## config.mk

```make
export PLATFORM = sky130hd
export DESIGN_NAME = srq_status_unit
export DESIGN_NICKNAME = d
export VERILOG_FILES = /design/src/rtl/sb_pkg.sv /design/src/rtl/sb_capture.sv /design/src/rtl/sb_enable.sv /design/src/rtl/sb_request.sv /design/src/rtl/srq_status_unit.sv
export SDC_FILE = /design/constraint.sdc
export NUM_CORES = 1
export LEC_CHECK = 0
export ABC_CLOCK_PERIOD_IN_PS = 1210
export BUFFER_PORTS_ARGS = -buffer_cell sky130_fd_sc_hd__buf_4
export CORE_MARGIN = 1.5
export CORE_UTILIZATION = 34
export CTS_CLUSTER_SIZE = 25
export DETAILED_ROUTE_END_ITERATION = 10
export GPL_ROUTABILITY_DRIVEN = 1
export GPL_TIMING_DRIVEN = 0
export PLACE_DENSITY = 0.75
export SYNTH_ARGS = -nofsm -noshare
export SYNTH_HDL_FRONTEND = slang
export SYNTH_SLANG_ARGS = --single-unit
```

## constraint.sdc

```tcl
create_clock -name clk -period 1.21 [get_ports clk]
set_clock_uncertainty 0.15 [all_clocks]
set_input_delay 0.121 -clock clk [delete_from_list [all_inputs] [get_ports clk]]
set_output_delay 0.121 -clock clk [all_outputs]
set_load 0.005 [all_outputs]
```

## src/rtl/sb_pkg.sv

```systemverilog
package sb_pkg;
  parameter int STB_W   = 8;
  parameter int RQS_POS = 6;
  parameter int MAV_POS = 4;

  typedef logic [STB_W-1:0] stb_t;

  localparam stb_t RQS_MASK = stb_t'(1) << RQS_POS;
  localparam stb_t MAV_MASK = stb_t'(1) << MAV_POS;
  localparam stb_t SRC_MASK = ~(RQS_MASK | MAV_MASK);
endpackage

```

## src/rtl/sb_capture.sv

```systemverilog
module sb_capture
  import sb_pkg::*;
(
  input  logic clk,
  input  logic rst_n,
  input  stb_t summary_i,
  input  logic mav_i,
  input  logic clear_i,
  output stb_t stb_o
);
  stb_t stb_q, stb_d;

  always_comb begin
    stb_d          = clear_i ? '0 : (summary_i & SRC_MASK);
    stb_d[MAV_POS] = mav_i;
  end

  always_ff @(posedge clk) begin
    if (!rst_n) stb_q <= '0;
    else        stb_q <= stb_d;
  end

  assign stb_o = stb_q;

  p_follow_r2: assert property (@(posedge clk) disable iff (!rst_n)
    !clear_i |=> ((stb_o & SRC_MASK) == ($past(summary_i) & SRC_MASK)));

  p_mav_track_r3: assert property (@(posedge clk) disable iff (!rst_n)
    1'b1 |=> (stb_o[MAV_POS] == $past(mav_i)));

  p_clear_empties_r9: assert property (@(posedge clk) disable iff (!rst_n)
    clear_i |=> ((stb_o & ~MAV_MASK) == '0));
endmodule

```

## src/rtl/sb_enable.sv

```systemverilog
module sb_enable
  import sb_pkg::*;
(
  input  logic clk,
  input  logic rst_n,
  input  logic we_i,
  input  stb_t wdata_i,
  output stb_t mask_o
);
  stb_t mask_q;

  always_ff @(posedge clk) begin
    if (!rst_n)    mask_q <= '0;
    else if (we_i) mask_q <= wdata_i & ~RQS_MASK;
  end

  assign mask_o = mask_q;

  p_write_store_r4: assert property (@(posedge clk) disable iff (!rst_n)
    we_i |=> (mask_o == ($past(wdata_i) & ~RQS_MASK)));

  p_hold_r9: assert property (@(posedge clk) disable iff (!rst_n)
    !we_i |=> $stable(mask_o));
endmodule

```

## src/rtl/sb_request.sv

```systemverilog
module sb_request
  import sb_pkg::*;
(
  input  logic clk,
  input  logic rst_n,
  input  stb_t stb_i,
  input  stb_t mask_i,
  input  logic poll_i,
  input  logic clear_i,
  output logic mss_o,
  output logic rqs_o
);
  logic mss_prev_q, rqs_q, rise;

  assign mss_o = |(stb_i & mask_i & ~RQS_MASK);
  assign rise  = mss_o & ~mss_prev_q;

  always_ff @(posedge clk) begin
    if (!rst_n) begin
      mss_prev_q <= 1'b0;
      rqs_q      <= 1'b0;
    end else begin
      mss_prev_q <= mss_o;
      if (clear_i)     rqs_q <= 1'b0;
      else if (rise)   rqs_q <= 1'b1;
      else if (poll_i) rqs_q <= 1'b0;
    end
  end

  assign rqs_o = rqs_q;

  p_rise_sets_r6: assert property (@(posedge clk) disable iff (!rst_n)
    (mss_o && !mss_prev_q && !clear_i) |=> rqs_o);

  p_poll_clears_r7: assert property (@(posedge clk) disable iff (!rst_n)
    (poll_i && !clear_i && !(mss_o && !mss_prev_q)) |=> !rqs_o);

  p_clear_drops_r9: assert property (@(posedge clk) disable iff (!rst_n)
    clear_i |=> !rqs_o);

  p_no_level_retrigger_r10: assert property (@(posedge clk) disable iff (!rst_n)
    (!rqs_o && !(mss_o && !mss_prev_q)) |=> !rqs_o);
endmodule

```

## src/rtl/srq_status_unit.sv

```systemverilog
module srq_status_unit
  import sb_pkg::*;
(
  input  logic             clk,
  input  logic             rst_n,
  input  logic [STB_W-1:0] summary_i,
  input  logic             msg_avail_i,
  input  logic             enable_we_i,
  input  logic [STB_W-1:0] enable_wdata_i,
  output logic [STB_W-1:0] enable_rdata_o,
  input  logic             poll_i,
  output logic [STB_W-1:0] poll_byte_o,
  output logic [STB_W-1:0] query_byte_o,
  input  logic             clear_i,
  output logic             mss_o,
  output logic             srq_o
);
  stb_t stb, mask;
  logic mss, rqs;

  sb_capture u_capture (
    .clk(clk), .rst_n(rst_n), .summary_i(summary_i), .mav_i(msg_avail_i),
    .clear_i(clear_i), .stb_o(stb)
  );

  sb_enable u_enable (
    .clk(clk), .rst_n(rst_n), .we_i(enable_we_i), .wdata_i(enable_wdata_i),
    .mask_o(mask)
  );

  sb_request u_request (
    .clk(clk), .rst_n(rst_n), .stb_i(stb), .mask_i(mask), .poll_i(poll_i),
    .clear_i(clear_i), .mss_o(mss), .rqs_o(rqs)
  );

  always_comb begin
    poll_byte_o           = stb;
    poll_byte_o[RQS_POS]  = rqs;
    query_byte_o          = stb;
    query_byte_o[RQS_POS] = mss;
  end

  assign enable_rdata_o = mask;
  assign mss_o          = mss;
  assign srq_o          = rqs;

  p_enable_bit6_r4: assert property (@(posedge clk) disable iff (!rst_n)
    enable_we_i |=> !enable_rdata_o[RQS_POS]);

  p_poll_keeps_byte_r7: assert property (@(posedge clk) disable iff (!rst_n)
    (poll_i && !clear_i && $stable(summary_i) && $stable(msg_avail_i))
      |=> ((poll_byte_o & ~RQS_MASK) == $past(poll_byte_o & ~RQS_MASK)));
endmodule

```

==> results of run 1 <==
[what timing repair did]
action                                  CTS  global route
endpoints found under the setup margin    4             5
resized for setup                         4             0
setup buffers                             2             0
hold buffers                             16             0
pin swaps                                 2             0
endpoints found under the hold margin    15             0
[Yosys cell counts]
cell type / count / area share
dfxtp_1: 16 / 0.51
buf_4: 10 / 0.12
and2_1: 8 / 0.079
nor2b_1: 8 / 0.079
mux2i_1: 7 / 0.11
a22oi_1: 2 / 0.024
a222oi_1: 1 / 0.016
and2b_1: 1 / 0.012
buf_2: 1 / 0.0079
conb_1: 1 / 0.0059
inv_1: 1 / 0.0059
nand3_1: 1 / 0.0079
o21ai_0: 1 / 0.0079
o21ba_1: 1 / 0.016
[cell usage in the layout (no fill, tap or decap), drive strengths merged]
| master | Yosys | routed |
|---|---|---|
| o21ba | 1 | 1 |
| o21ai | 1 | 1 |
| mux2i | 7 | 7 |
| nand3 | 1 | 1 |
| conb | 1 | 1 |
| and2 | 8 | 8 |
| a222oi | 1 | 1 |
| a22oi | 2 | 2 |
| dlygate4sd3 | 0 | 16 |
| buf | 11 | 55 |
| nor2b | 8 | 8 |
| dfxtp | 16 | 16 |
| clkbuf | 0 | 3 |
| inv | 1 | 1 |
| and2b | 1 | 1 |
[through the flow]
stage | area, sq um | setup TNS (ns) | hold slack, ns | power [mW]
2_1_floorplan | 632 | -0.0763 | 0.0927 | 0.656
3_3_place_gp | 978 | -0.605 | 0.174 | 0.768
3_5_place_dp | 978 | -0.561 | 0.175 | 0.772
4_1_cts | 1190 | -1.16 | 0.0197 | 1.08
5_1_grt | 1190 | -1.48 | 0.0194 | 1.13
6_report | 1190 | -1.34 | 0.0236 | 1.07
[layer usage]
metal / vias up / wire, microns
met1: 283 / 709
li1: 311 / -
met2: 30 / 864
met3: 2 / 129
met5: - / 0
met4: 0 / 25
[path summary, 6_finish.rpt]
check	from	to	slack, ns	depth (start not counted)
min	poll_i	u_request.rqs_o	0.02	3
min reg2reg	u_enable.mask_o[0]	u_enable.mask_o[0]	0.40	2
max	u_capture.stb_o[5]	mss_o	-0.46	4
max reg2reg	u_capture.stb_o[5]	u_request.rqs_o	-0.22	4
[cell type report]
| class | count | area share |
|---|---|---|
| Sequential cell | 16 | 0.273 |
| Inverter | 1 | 0.00316 |
| Multi-Input combinational cell | 31 | 0.191 |
| Timing Repair Buffer | 60 | 0.420 |
| Buffer | 11 | 0.0675 |
| Clock buffer | 3 | 0.0190 |
| Tap cell | 25 | 0.0264 |
[kinds of logic after synthesis]
| kind of cell | Yosys count | share of synthesized area |
|---|---|---|
| flip-flops | 16 | 0.508 |
| multiplexers | 7 | 0.111 |
| AO/OA/AOI/OAI | 5 | 0.0635 |
| AND/OR/NAND/NOR | 18 | 0.179 |
| other | 1 | 0.00595 |
| buffers and inverters | 12 | 0.133 |
[power by group through the flow]
stage | clock [mW] | sequential (mW) | combinational [mW]
3_5_place_dp | 0 | 0.586 | 0.186
3_3_place_gp | 0 | 0.584 | 0.184
2_1_floorplan | 0 | 0.585 | 0.0709
5_1_grt | 0.295 | 0.578 | 0.259
6_report | 0.255 | 0.576 | 0.241
4_1_cts | 0.270 | 0.573 | 0.241
[sequential cells by signal, summed over array words and instances, names as in the netlist]
name	count
u_capture.stb_o	7
u_enable.mask_o	7
u_request.mss_prev_q	1
u_request.rqs_o	1
[worst register-to-register path: stages (launching register included)]
cell and delay (ns):
dfxtp_2 0.33, a222oi_1 0.35, nand3_1 0.16, buf_4 0.17, o21ba_1 0.16
==> out/results.ini, run 1 <==
[status]
status = complete, but fails checks
violations = setup timing

[worst_hold_path]
holdCritPathClass = primary input to flip-flop

[yosys]
synth_cells = 59
ys_ff_latch = 16
synth_area_per_cell_sq_um = 10.7
yosysWarningCount = 0
netlist_area_sq_um = 631
ys_seq_area_frac = 0.508
syn_nets = 81
ys_types = 14

[sta]
fin_crit_sh = 1.38
slew_violations = 0
setup_viol = 5
min_period_ns = 1.67
hold_viol = 0
fmax_ghz = 0.598
rsz0062_at_grt = true
finalWorstSetupSlack_ns = -0.461

[worst_setup_path]
path_delay_family = compound AO/OA/AOI/OAI gates
start_kind = flip-flop
cp-end-kind = output pin
crit_chain = a222oi_1 > nand3_1 > buf_4 > buf_6
crit_type = flip-flop to output pin
worst-path-buf-inv = 2
worstPathArrival_ns = 1.40
critPathMaxStageDelay_ns = 0.35
worstPathRequired_ns = 0.94
crit_fanout = 3
critPathSlowestCell = a222oi_1

[detailed_routing]
drt_iter0_drc = 4
post_drt_wl_per_cell_microns = 11.8
viasPerCell = 4.26
first_pass_iters = 4
final_antenna_net_count = 0
drt-total-wl_microns = 1730
drc = 0
dr_total_vias = 626

[power_and_ir_drop]
seq_power_share = 0.537
p_sw_frac = 0.216
peakVddDrop_v = 0.000538
leakagePower_nw = 0.607
internal-power_uw = 839
comb_power_share = 0.225
power_density_nw_per_um2 = 903
switching_power_uw = 232
p_clk_frac = 0.238

[finish]
area_growth_syn_to_layout_pct = 88.1
seq_area_sq_um = 324
diodes = 0
postLayoutCoreUtil = 0.687
layout-drive-gt1-share = 0.500
finalNetCount = 146
multiInputGateArea_sq_um = 226
nFillCells = 143
fin_cells = 147

[cts]
clockBufferDepth = 2
clk_pin_slew_ns = 0.08
clock_sinks = 16
clockRootBuffer = clkbuf_4
htree_levels = 1
tritoncts = built
worstSkewPairLatency_ns = 0.27
cts_made_buffers = 3

[global_route]
met1_usage = 0.197
grt_pass1_vias = 537
grt_use_total = 0.164
global_route.usage.met2 = 0.267
grt_overflow = 0
grt_pass1_wl_microns = 2360
grt_max_degree = 9
grt_use_met3 = 0.0431
grt.busiest_layer = met2
antenna_found_initial = 0

[die]
start_util = 0.365
rows = 15
die_y_microns = 46.1
ioPinCount = 48
core-area_sq_um = 1730
fp.dieW_microns = 46.1
die_area_sq_um = 2120

[placement]
port_buffers = 42
place_ws_ns = -0.223
gp_congestion = 0.662
dp_hpwl_microns = 1120
placed_cells = 126

[job]
maxCapViolations = 0

No activity file was read; power rests on OpenSTA's default activity.
==> run 2, diff against run 1 <==
--- a/config.mk
+++ b/config.mk
@@ -5,6 +5,7 @@
 export SDC_FILE = /design/constraint.sdc
 export NUM_CORES = 1
 export LEC_CHECK = 0
+export ABC_AREA = 1
 export ABC_CLOCK_PERIOD_IN_PS = 1210
 export BUFFER_PORTS_ARGS = -buffer_cell sky130_fd_sc_hd__buf_4
 export CORE_MARGIN = 1.5
@@ -13,7 +14,7 @@
 export DETAILED_ROUTE_END_ITERATION = 10
 export GPL_ROUTABILITY_DRIVEN = 1
 export GPL_TIMING_DRIVEN = 0
-export PLACE_DENSITY = 0.75
+export PLACE_DENSITY = 0.74
 export SYNTH_ARGS = -nofsm -noshare
 export SYNTH_HDL_FRONTEND = slang
 export SYNTH_SLANG_ARGS = --single-unit
==> out/results.ini, run 2 <==
[die]
start_util = 0.367  ; +0.00216
die_area_sq_um = 2180  ; +2.6%
rows = 15  ; unchanged
core-area_sq_um = 1760  ; +2.2%
die_y_microns = 46.7  ; +1.3%
ioPinCount = 48  ; unchanged
fp.dieW_microns = 46.7  ; +1.3%

[detailed_routing]
first_pass_iters = 4  ; unchanged
dr_total_vias = 748  ; +19%
drt-total-wl_microns = 1890  ; +9.3%
viasPerCell = 4.18  ; -1.9%
drt_iter0_drc = 10  ; +6
post_drt_wl_per_cell_microns = 10.5  ; -10%
final_antenna_net_count = 0  ; unchanged
drc = 0  ; unchanged

[cts]
clock_sinks = 16  ; unchanged
cts_made_buffers = 3  ; unchanged
clockBufferDepth = 2  ; unchanged
worstSkewPairLatency_ns = 0.29  ; +0.02 ns
htree_levels = 1  ; unchanged
clockRootBuffer = clkbuf_4
tritoncts = built
clk_pin_slew_ns = 0.11  ; +0.03 ns

[power_and_ir_drop]
comb_power_share = 0.236  ; +0.011
leakagePower_nw = 0.700  ; +15%
seq_power_share = 0.471  ; -0.066
switching_power_uw = 298  ; +28%
internal-power_uw = 935  ; +11%
power_density_nw_per_um2 = 941  ; +4.2%
p_sw_frac = 0.241  ; +0.0251
p_clk_frac = 0.293  ; +0.055
peakVddDrop_v = 0.000847  ; +57%

[sta]
setup_viol = 9  ; +4
hold_viol = 0  ; unchanged
fmax_ghz = 0.667  ; +11%
hold_slack_ns = 0.0478  ; +0.0242 ns
slew_violations = 0  ; unchanged
fin_crit_sh = 1.24  ; -0.142
finalWorstSetupSlack_ns = -0.289  ; +0.172 ns
min_period_ns = 1.50  ; -0.172 ns
rsz0062_at_grt = true

[worst_setup_path]
path_common_cell = nand2_2
crit_type = flip-flop to output pin
crit_chain = nand2_2 > nand2_2 > nor2_4 > nand2_2 > buf_6 > buf_6
crit_fanout = 3  ; unchanged
critPathSlowestCell = dfxtp_2
worstPathRequired_ns = 0.94  ; about the same
worst-path-buf-inv = 2  ; unchanged
path_delay_family = simple AND/OR/NAND/NOR gates
critPathMaxStageDelay_ns = 0.34  ; about the same
r2r_slack_ns = 0  ; +0.22 ns
worstPathArrival_ns = 1.23  ; -0.17 ns
start_kind = flip-flop
cp-end-kind = output pin

[finish]
design_area_sq_um = 1310  ; +10%
postLayoutCoreUtil = 0.743  ; +0.0556
layout-drive-gt1-share = 0.526  ; +0.0260
finalNetCount = 177  ; +21%
final_common_cell = buf_4
nFillCells = 132  ; -7.7%
final_cell_mix = buf_4, nor2_1, dlygate4sd3_1, inv_1, buf_6
area_growth_syn_to_layout_pct = 102
diodes = 0  ; unchanged

[yosys]
yosysWarningCount = 0  ; unchanged
synth_ff_type = dfxtp_1
synth_top_family_by_area = simple AND/OR/NAND/NOR gates
ys_top_cells_by_area = dfxtp_1, nor2_1, buf_4, nand2_1, inv_1
ys_ff_latch = 16  ; unchanged
synth_top_area_frac = 0.494  ; -0.0137
synth_common_cells = nor2_1, dfxtp_1, nand2_1, inv_1, buf_4
ys_types = 13  ; -1
synth_xor_area_frac = 0  ; unchanged
synth_cells = 86  ; +46%
netlist_area_sq_um = 648  ; +2.8%
synthArstFlopShare = 0  ; unchanged
yosysTopAreaCell = dfxtp_1
synth_edf_count = 0  ; unchanged
yosysMostFrequentCell = nor2_1
ys_seq_area_frac = 0.494  ; -0.0137
synthAdderAreaFrac = 0  ; unchanged
synth_area_per_cell_sq_um = 7.54  ; -29%
synth-compound-area-share = 0.0753  ; +0.0118
synth.area.mux_share = 0  ; -0.111
syn_nets = 108  ; +33%
synth_simple_gate_area_frac = 0.222  ; +0.0434

[global_route]
grt_overflow = 0  ; unchanged
antenna_found_initial = 0  ; unchanged
grt_max_degree = 10  ; +1
grt_pass1_vias = 728  ; +36%
grt_use_total = 0.179  ; +0.0145
grt_pass1_wl_microns = 2760  ; +17%

[status]
violations = setup timing
status = complete, but fails checks

[placement]
port_buffers = 43  ; +2.4%
dp_hpwl_microns = 1150  ; +2.8%
dpl_cell_area_sq_um = 1000  ; +2.4%
gp_congestion = 0.738  ; +12%

[worst_hold_path]
holdCritPathClass = primary input to flip-flop

[job]
maxCapViolations = 0  ; unchanged

[run 2: cell count changes in the layout (fill, tap and decap cells not counted), moves of 7 or more]
cell	delta
nor2_1	+19
inv_1	+10
buf_6	+9
nand2_1	+9
and2_1	-8
nor2b_1	-8
mux2i_1	-7
[run 2: area by class of cell]
cell class / count / area [sq um] / share of cell area
plain buffers: 7 / 60.1 / 0.0458
flip-flops and latches: 16 / 332 / 0.253
well taps: 25 / 31.3 / 0.0239
repair buffers: 68 / 587 / 0.448
multi-input cells: 47 / 219 / 0.167
clock buffers: 4 / 36.3 / 0.0277
inverters: 12 / 45.0 / 0.0344
[run 2: worst paths after layout]
check,start,endpoint,cells after the start
max,u_capture.stb_o[4],query_byte_o[6],6
min,clear_i,u_capture.stb_o[0],4
max reg2reg,u_capture.stb_o[4],u_request.rqs_o,7
min reg2reg,u_request.mss_prev_q,u_request.rqs_o,3
[run 2: routing by layer]
layer  track usage  share of wire  up-vias  wire (microns)
li1              -              -      379               -
met3        0.0706          0.055        2             103
met1         0.180           0.36      340             682
met4        0.0278          0.012        0              22
met2         0.347           0.57       27            1080
met5             0              0        -               0
[run 2: logic make-up (layout without fill, tap and decap cells)]
group,count (synthesis),in the layout
buffers and inverters,23,91
and+or+nand+nor,37,37
DFF,16,16
AOI/OAI and AO/OA,9,9
other,1,1
[run 2: metrics by stage]
stage | std cells | power (mW) | worst slack (ns) | setup TNS [ns]
6_report | 179 | 1.23 | -0.289 | -1.35
5_1_grt | 179 | 1.30 | -0.354 | -1.90
4_1_cts | 182 | 1.22 | -0.244 | -1.34
3_5_place_dp | 154 | 0.794 | -0.0148 | -0.0148
3_3_place_gp | 154 | 0.789 | -0.000183 | -0.000183
2_1_floorplan | 86 | 0.664 | 0.167 | 0
[run 2: power by group through the flow]
stage	clock network, mW	logic (mW)	registers (mW)
floorplan	0	0.0758	0.589
global placement	0	0.202	0.588
detailed placement	0	0.205	0.588
CTS	0.356	0.291	0.577
global route	0.399	0.318	0.584
finish	0.361	0.291	0.580
[run 2: worst reg2reg max path, cell delays in order, from the launching register on]
cell and delay, ns:
dfxtp_2 0.34, nand2_2 0.07, nand2_2 0.07, nor2_4 0.14
nand2_2 0.09, buf_4 0.14, nand2_2 0.05, a21oi_2 0.04
[run 2: repair_timing]
| item | 4_1_cts | 5_1_grt |
|---|---|---|
| buffers inserted | 7 | 3 |
| pin swaps | 4 | 5 |
| resized for setup | 24 | 9 |
| setup endpoints to repair | 2 | 13 |
| hold buffers | 17 | 1 |
| cloned | 0 | 0 |
| hold endpoints to repair | 16 | 9 |
==> run 3, diff against run 2 <==
--- a/config.mk
+++ b/config.mk
@@ -9,12 +9,13 @@
 export ABC_CLOCK_PERIOD_IN_PS = 1210
 export BUFFER_PORTS_ARGS = -buffer_cell sky130_fd_sc_hd__buf_4
 export CORE_MARGIN = 1.5
-export CORE_UTILIZATION = 34
+export CORE_UTILIZATION = 36
+export CTS_BUF_LIST = sky130_fd_sc_hd__clkbuf_8
 export CTS_CLUSTER_SIZE = 25
 export DETAILED_ROUTE_END_ITERATION = 10
 export GPL_ROUTABILITY_DRIVEN = 1
 export GPL_TIMING_DRIVEN = 0
-export PLACE_DENSITY = 0.74
+export PLACE_DENSITY = 0.78
 export SYNTH_ARGS = -nofsm -noshare
 export SYNTH_HDL_FRONTEND = slang
 export SYNTH_SLANG_ARGS = --single-unit
==> out/results.ini, run 3 (synthesis results as in run 2) <==
[cts]
htree_levels = 1  ; unchanged
worstSkewPairLatency_ns = 0.24  ; -0.05 ns
clockBufferDepth = 2  ; unchanged
clockRootBuffer = clkbuf_8
clk_pin_slew_ns = 0.06  ; -0.05 ns
tritoncts = built
clock_sinks = 16  ; unchanged
cts_made_buffers = 3  ; unchanged

[finish]
fin_cells = 181  ; +1.1%
area_growth_syn_to_layout_pct = 110
design_area_sq_um = 1360  ; +4.0%
layout-drive-gt1-share = 0.564  ; +0.0381
final_cell_mix = buf_4, nor2_1, dlygate4sd3_1, buf_6, dfxtp_2
final_common_cell = buf_4
finalNetCount = 180  ; +1.7%
diodes = 0  ; unchanged

[power_and_ir_drop]
internal-power_uw = 979  ; +4.7%
switching_power_uw = 289  ; -2.7%
leakagePower_nw = 0.723  ; +3.3%
p_sw_frac = 0.228  ; -0.0133
comb_power_share = 0.237  ; about the same
p_clk_frac = 0.304  ; +0.011
seq_power_share = 0.459  ; -0.012
power_density_nw_per_um2 = 931  ; -1.0%
peakVddDrop_v = 0.000947  ; +12%

[placement]
dp_hpwl_microns = 1210  ; +5.3%
port_buffers = 43  ; unchanged
gp_congestion = 0.683  ; -7.4%
placed_cells = 154  ; unchanged
dpl_cell_area_sq_um = 1000  ; unchanged

[sta]
setup_viol = 2  ; -7
min_period_ns = 1.41  ; -0.0902 ns
rsz0062_at_grt = true
finalWorstSetupSlack_ns = -0.199  ; +0.0902 ns
fmax_ghz = 0.710  ; +6.4%
slew_violations = 0  ; unchanged
fin_crit_sh = 1.16  ; -0.0746
hold_viol = 0  ; unchanged

[die]
start_util = 0.379  ; +0.0121
die_area_sq_um = 2060  ; -5.2%
core-area_sq_um = 1710  ; -3.2%
die_y_microns = 45.4  ; -2.6%
rows = 15  ; unchanged
ioPinCount = 48  ; unchanged
fp.dieW_microns = 45.4  ; -2.6%

[global_route]
grt_overflow = 0  ; unchanged
grt_pass1_wl_microns = 2770  ; +0.22%
grt_max_degree = 10  ; unchanged
met1_usage = 0.201  ; +0.0209
antenna_found_initial = 0  ; unchanged
global_route.usage.met2 = 0.372  ; +0.0246
grt_pass1_vias = 666  ; -8.5%
grt_use_total = 0.193  ; +0.0137
grt_use_met3 = 0.0357  ; -0.0349
grt.busiest_layer = met2

[worst_setup_path]
critPathSlowestCell = dfxtp_2
crit_chain = nand2_2 > nand2_2 > nor2_4 > nand2_2 > buf_6 > buf_6
path_common_cell = nand2_2
crit_type = flip-flop to output pin
start_kind = flip-flop
cp-end-kind = output pin
critPathMaxStageDelay_ns = 0.33  ; about the same
worstPathArrival_ns = 1.14  ; -0.09 ns
crit_fanout = 3  ; unchanged
worstReg2RegStart = u_enable.mask_o[3]
critPathLaunch = u_enable.mask_o[3]
worstPathRequired_ns = 0.94  ; about the same

[detailed_routing]
drc = 0  ; unchanged
post_drt_wl_per_cell_microns = 11.3  ; +7.5%
dr_total_vias = 766  ; +2.4%
viasPerCell = 4.23  ; +1.3%
drt-total-wl_microns = 2050  ; +8.7%
drt_iter0_drc = 6  ; -4
first_pass_iters = 4  ; unchanged
final_antenna_net_count = 0  ; unchanged

[worst_hold_path]
hold_start = rst_n
holdCritPathClass = primary input to flip-flop

[status]
violations = setup timing
status = complete, but fails checks

[job]
maxCapViolations = 0  ; unchanged

run 3: what timing repair did:
action                                  CTS  global route
endpoints found under the setup margin    2             6
endpoints found under the hold margin    15             0
buffers inserted                          7             3
hold buffers                             17             0
resized for setup                        11            25
pin swaps                                 6             6
run 3: final timing paths:
kind	end	slack (ns)	depth (start not counted)
max	query_byte_o[6]	-0.20	6
min	u_enable.mask_o[4]	0.02	3
max reg2reg	u_request.rqs_o	0.13	6
min reg2reg	u_enable.mask_o[5]	0.37	2
run 3: worst max-delay path: cells and delay by family, from the launching register on:
family                 cells  cell delay (ns)
and+or+nand+nor            4             0.34
DFF                        1             0.33
buffers and inverters      2             0.22
run 3: routing by layer:
metal  vias up  part of all wire  routed length [microns]
li1        386                 -                        -
met1       353              0.36                      730
met2        23              0.59                     1220
met3         4             0.028                       58
met4         0             0.021                       44
met5         -                 0                        0
run 3: power groups by stage:
| stage | registers, mW | clock network (mW) | logic, mW |
|---|---|---|---|
| after detailed placement | 0.589 | 0 | 0.206 |
| after global placement | 0.587 | 0 | 0.201 |
| final | 0.583 | 0.386 | 0.300 |
| after floorplan | 0.589 | 0 | 0.0758 |
| after global routing | 0.586 | 0.437 | 0.326 |
| after CTS | 0.577 | 0.398 | 0.276 |
run 3: final cells by class:
class	instances	area (sq um)
well taps	25	31.3
repair buffers	70	613
plain buffers	8	67.6
flip-flops and latches	16	335
inverters	12	45.0
fillers	122	345
clock buffers	3	41.3
multi-input cells	47	229
run 3: stage by stage:
stage | hold slack [ns] | setup WS [ns] | utilization | power (mW) | setup TNS (ns)
4_1_cts | 0.0133 | -0.222 | 0.752 | 1.25 | -0.342
6_report | 0.0190 | -0.199 | 0.798 | 1.27 | -0.317
2_1_floorplan | 0.0645 | 0.167 | - | 0.664 | 0
3_5_place_dp | 0.164 | -0.0366 | 0.587 | 0.795 | -0.0366
3_3_place_gp | 0.156 | -0.0178 | 0.587 | 0.789 | -0.0178
5_1_grt | 0.0296 | -0.258 | 0.798 | 1.35 | -0.433
